### src/rtl/fes_pkg.sv
package fes_pkg;
  localparam int WORD_W    = 32;
  localparam int N_VID     = 2;
  localparam int N_AUD     = 4;
  localparam int N_EVT     = 4;
  localparam int N_FLAG    = N_VID + N_AUD + N_EVT;
  localparam int EVT_LSB   = 0;
  localparam int HGATE_BIT = 4;
  localparam int VGATE_BIT = 5;
  localparam int RSVD_BIT  = 6;
  localparam int AUD_LSB   = 7;
  localparam int VID_LSB   = AUD_LSB + N_AUD;
  localparam int TOP_USED  = VID_LSB + N_VID;
endpackage

### src/rtl/fes_sticky_bank.sv
module fes_sticky_bank #(
  parameter int N = 10
) (
  input  logic         clk,
  input  logic         rst,
  input  logic [N-1:0] set_i,
  input  logic [N-1:0] clr_i,
  output logic [N-1:0] flag_o
);
  for (genvar g = 0; g < N; g++) begin : g_flag
    always_ff @(posedge clk) begin
      if (rst)            flag_o[g] <= 1'b0;
      else if (set_i[g])  flag_o[g] <= 1'b1;
      else if (clr_i[g])  flag_o[g] <= 1'b0;
    end

    AST_SET_WINS: assert property (@(posedge clk) disable iff (rst)
      set_i[g] |=> flag_o[g]);
    AST_CLR_TAKES: assert property (@(posedge clk) disable iff (rst)
      (!set_i[g] && clr_i[g]) |=> !flag_o[g]);
    AST_HOLD_IDLE: assert property (@(posedge clk) disable iff (rst)
      (!set_i[g] && !clr_i[g]) |=> $stable(flag_o[g]));
  end
endmodule

### src/rtl/fes_read_port.sv
module fes_read_port #(
  parameter int                ADDR_W = 12,
  parameter int                DATA_W = 32,
  parameter logic [ADDR_W-1:0] OFFSET = 12'h114
) (
  input  logic              clk,
  input  logic              rst,
  input  logic              rd_en_i,
  input  logic [ADDR_W-1:0] rd_addr_i,
  input  logic [DATA_W-1:0] word_i,
  output logic [DATA_W-1:0] rd_data_o
);
  logic hit;
  assign hit = (rd_addr_i == OFFSET);

  always_ff @(posedge clk) begin
    if (rst)          rd_data_o <= '0;
    else if (rd_en_i) rd_data_o <= hit ? word_i : '0;
  end

  AST_MISS_ZERO: assert property (@(posedge clk) disable iff (rst)
    (rd_en_i && !hit) |=> (rd_data_o == '0));
  AST_RD_HOLD: assert property (@(posedge clk) disable iff (rst)
    !rd_en_i |=> $stable(rd_data_o));
endmodule

### src/rtl/fes_status_reg.sv
module fes_status_reg
  import fes_pkg::*;
#(
  parameter int                ADDR_W = 12,
  parameter logic [ADDR_W-1:0] OFFSET = 12'h114
) (
  input  logic              clk,
  input  logic              rst,
  input  logic [N_VID-1:0]  vid_err_i,
  input  logic [N_AUD-1:0]  aud_err_i,
  input  logic [N_EVT-1:0]  evt_hit_i,
  input  logic [N_VID-1:0]  vid_reload_i,
  input  logic [N_AUD-1:0]  aud_restart_i,
  input  logic              ack_we_i,
  input  logic              ack_vid_i,
  input  logic              ack_aud_i,
  input  logic              ack_evt_i,
  input  logic              vgate_i,
  input  logic              hgate_i,
  input  logic              rd_en_i,
  input  logic [ADDR_W-1:0] rd_addr_i,
  output logic [WORD_W-1:0] rd_data_o
);
  logic [N_FLAG-1:0] set_v, clr_v, flags;
  logic              grp_vid, grp_aud, grp_evt;
  logic [WORD_W-1:0] word;

  assign grp_vid = ack_we_i & ack_vid_i;
  assign grp_aud = ack_we_i & ack_aud_i;
  assign grp_evt = ack_we_i & ack_evt_i;

  // flag vector layout: {video, audio, event}
  assign set_v = {vid_err_i, aud_err_i, evt_hit_i};
  assign clr_v = {vid_reload_i | {N_VID{grp_vid}},
                  aud_restart_i | {N_AUD{grp_aud}},
                  {N_EVT{grp_evt}}};

  fes_sticky_bank #(.N(N_FLAG)) u_bank (
    .clk(clk), .rst(rst), .set_i(set_v), .clr_i(clr_v), .flag_o(flags)
  );

  always_comb begin
    word = '0;
    word[EVT_LSB +: N_EVT] = flags[0 +: N_EVT];
    word[HGATE_BIT]        = hgate_i;
    word[VGATE_BIT]        = vgate_i;
    word[RSVD_BIT]         = 1'b0;
    word[AUD_LSB +: N_AUD] = flags[N_EVT +: N_AUD];
    word[VID_LSB +: N_VID] = flags[N_EVT+N_AUD +: N_VID];
  end

  fes_read_port #(.ADDR_W(ADDR_W), .DATA_W(WORD_W), .OFFSET(OFFSET)) u_rd (
    .clk(clk), .rst(rst), .rd_en_i(rd_en_i), .rd_addr_i(rd_addr_i),
    .word_i(word), .rd_data_o(rd_data_o)
  );

  AST_RST_CLEAR: assert property (@(posedge clk)
    $past(rst) |-> (flags == '0));
  AST_RSVD_ZERO: assert property (@(posedge clk) disable iff (rst)
    (rd_data_o[WORD_W-1:TOP_USED] == '0) && !rd_data_o[RSVD_BIT]);
  AST_NO_STRAY_CLR: assert property (@(posedge clk) disable iff (rst)
    (!ack_we_i && vid_reload_i == '0 && !vid_err_i[0] && flags[N_EVT+N_AUD])
      |=> flags[N_EVT+N_AUD]);
endmodule

### config.mk
export PLATFORM = sky130hd
export DESIGN_NAME = fes_status_reg
export DESIGN_NICKNAME = d
export VERILOG_FILES = /design/src/rtl/fes_pkg.sv /design/src/rtl/fes_sticky_bank.sv /design/src/rtl/fes_read_port.sv /design/src/rtl/fes_status_reg.sv
export SDC_FILE = /design/constraint.sdc
export NUM_CORES = 1
export LEC_CHECK = 0
export BUFFER_PORTS_ARGS = -buffer_cell sky130_fd_sc_hd__buf_2
export CAP_MARGIN = 20
export CORE_MARGIN = 2
export CORE_UTILIZATION = 39
export CTS_CLUSTER_SIZE = 12
export DETAILED_ROUTE_END_ITERATION = 16
export PLACE_DENSITY = 0.78
export SLEW_MARGIN = 25
export SYNTH_ARGS = -nofsm -noshare
export SYNTH_HDL_FRONTEND = slang
export SYNTH_SLANG_ARGS = --single-unit
### constraint.sdc
create_clock -name clk -period 1.1 [get_ports clk]
set_input_delay 0.11 -clock clk [delete_from_list [all_inputs] [get_ports clk]]
set_output_delay 0.11 -clock clk [all_outputs]
set_load 0.01 [all_outputs]
==> impl_metrics.env <==
export IMPL_clock_skew_ps=1.62
export IMPL_critPathLaunch="u_rd.rd_data_o[7]"
export IMPL_r2r_slack_ps=440
export IMPL_crit_family="flip-flops"
export IMPL_fmax_mhz=1090
export IMPL_yosysTopAreaCell="dfxtp_1"
export IMPL_grt_pass1_wl_mm=3.13
export IMPL_core_area_um2=2210
export IMPL_vias_per_cell=4.42
export IMPL_status="completed"
export IMPL_top_layer="met4"
export IMPL_clk_latency_ps=300
export IMPL_antenna_found_initial=0
export IMPL_crit_end="rd_data_o[7]"
export IMPL_ys_top_cells_by_area="dfxtp_1 48%, buf_4 16%, a22o_2 11%"
export IMPL_firstDrtPassIters=2
export IMPL_wl_met3_um=126
export IMPL_met1Wirelength_um=744
export IMPL_syn_area_um2=918
export IMPL_ys_seq_area_share_pct=48.0
export IMPL_layout_nets=182
export IMPL_grt_max_degree=14
export IMPL_root_buffer="clkbuf_4"
export IMPL_die_h_um=52.5
export IMPL_cp_arrival_ps=810
export IMPL_mostFrequentLayoutCells="48 x buf_2, 22 x dfxtp_1, 20 x conb_1"
export IMPL_rsz0062_at_grt="false"
export IMPL_period_share_pct=83.3
export IMPL_layout_drive_gt1_share_pct=45.8
export IMPL_n_fill_cell=231
export IMPL_required_ps=990
export IMPL_htreeDepth=1
export IMPL_ys_ff_latch=22
export IMPL_hp_class="input port to flip-flop"
export IMPL_clock_path_buffers=2
export IMPL_multiInputGateArea_um2=358
export IMPL_yosys_area_top_type_share_pct=48.0
export IMPL_p_per_area_nw_per_um2=1360
export IMPL_path_cells="buf_2"
export IMPL_dp_hpwl_mm=1.66
export IMPL_grt_pass1_vias=748
export IMPL_max_vdd_ir_drop_uv=615
export IMPL_grt_use_total_pct=16.1
export IMPL_cts_tree="built"
export IMPL_row_count=17
export IMPL_synth_area_per_cell_um2=9.88
export IMPL_drt_wirelength_per_cell_um=11.9
export IMPL_end_kind="output pin"
export IMPL_setup_violations=0
export IMPL_timing_worst_setup_path_type="flip-flop to output pin"
export IMPL_layout_commonest_cell="buf_2"
export IMPL_clkTransAtPathRegs_ps=120
export IMPL_crit_slowest_cell="dfxtp_1"
export IMPL_max_cap_viol_count=0
export IMPL_max_slew_margin_pct=49.6
export IMPL_worstSetupStartpointType="flip-flop"
export IMPL_path_buf_inv=1
export IMPL_dieArea_um2=2760
export IMPL_power_w=0.00160
export IMPL_synthCells=93
export IMPL_finalMaxSlewViolations=0
export IMPL_reg2reg_from="u_rd.rd_data_o[10]"
export IMPL_dp_worst_setup_slack_ps=-6.91
export IMPL_port_buffers=48
export IMPL_crit_fanout=2
export IMPL_clock_sinks=22
export IMPL_reg2reg_depth=1
export IMPL_n_antenna_cell=0
export IMPL_final_antenna_net_count=0
export IMPL_finalHoldViolations=0
export IMPL_gp_congestion=0.738
export IMPL_vias=761
export IMPL_io_pins=69
export IMPL_worstSetupPathDepth=1
export IMPL_p_leak_nw=0.627
export IMPL_tightest_slew_ps=754
export IMPL_drc=0
export IMPL_gr_total_overflow=0
export IMPL_min_period_ps=916
export IMPL_met2_length_mm=1.14
export IMPL_wl_mm=2.05
export IMPL_drtIter0Drc=4
export IMPL_regArea_um2=440
export IMPL_die_w_um=52.5
export IMPL_max_stage_delay_ps=370
export IMPL_synth_warnings=0
export IMPL_cts_resized=0
export IMPL_fin_ws_ps=184
export IMPL_synth_cell_types=15
export IMPL_r2r_end="u_rd.rd_data_o[10]"
export IMPL_start_util_pct=41.5
export IMPL_numCtsBuffers=3
export IMPL_syn2layout_area_growth_pct=28.1
[cells in the mapped netlist]
master	n
a31oi_1	6
buf_4	20
a21oi_1	4
nor4bb_1	1
inv_1	6
nand2_1	3
a22o_1	2
nor4b_2	2
and4_4	1
clkbuf_1	2
dfxtp_1	22
nor2_1	12
a22o_2	10
buf_6	1
conb_1	1
[repair_timing]
item	CTS	global route
endpoints found under the hold margin	2	0
setup buffers	0	0
hold buffers	2	0
[layer usage]
metal / track usage (%) / vias to the layer above
met5: 0 / -
met4: 10.3 / 0
met3: 1.71 / 6
met2: 32.5 / 38
met1: 14.6 / 336
li1: - / 381
[logic make-up after synthesis]
family	share of synthesized area [%]
AO/OA/AOI/OAI	19.1
AND/OR/NAND/NOR	11.7
buffers and inverters	20.8
other	0.408
flip-flops	48.0
[worst min path at each step]
stage	start	to	cells after the start
after global placement	vid_err_i[0]	u_bank.flag_o[8]	3
after floorplan	evt_hit_i[0]	u_bank.flag_o[0]	2
after detailed placement	vid_err_i[0]	u_bank.flag_o[8]	3
after CTS	evt_hit_i[3]	u_bank.flag_o[3]	3
after global routing	evt_hit_i[3]	u_bank.flag_o[3]	3
final	aud_err_i[0]	u_bank.flag_o[4]	3
[metrics by stage]
stage	utilization (%)	hold slack [ps]	cell area (um^2)	instances	setup TNS, ps
after floorplan	-	227	990	112	0
after global placement	49.9	317	1100	166	0
after detailed placement	49.9	327	1100	166	-17.8
after CTS	53.2	2.82	1180	172	0
after global routing	53.2	4.66	1180	172	0
final	53.2	16.9	1180	172	0
[sequential cells by signal, summed over array words and instances (netlist names)]
name	flops
u_bank.flag_o	10
u_rd.rd_data_o	12
[area by class of cell]
cell class | instances | share of cell area, %
clock inverter | 1 | 2.55
clock buffer | 3 | 1.91
tap | 28 | 2.98
multi-input combinational | 61 | 30.4
inverter | 6 | 1.91
sequential | 22 | 37.4
timing repair buffer | 51 | 22.8
[power breakdown]
| part | leakage, nW | internal [W] | switching [W] |
|---|---|---|---|
| Sequential | 0.180 | 0.000821 | 0.0000133 |
| Clock | 0.0279 | 0.000368 | 0.000236 |
| Combinational | 0.419 | 0.0000728 | 0.0000899 |
No activity file was read; power rests on OpenSTA's default activity.
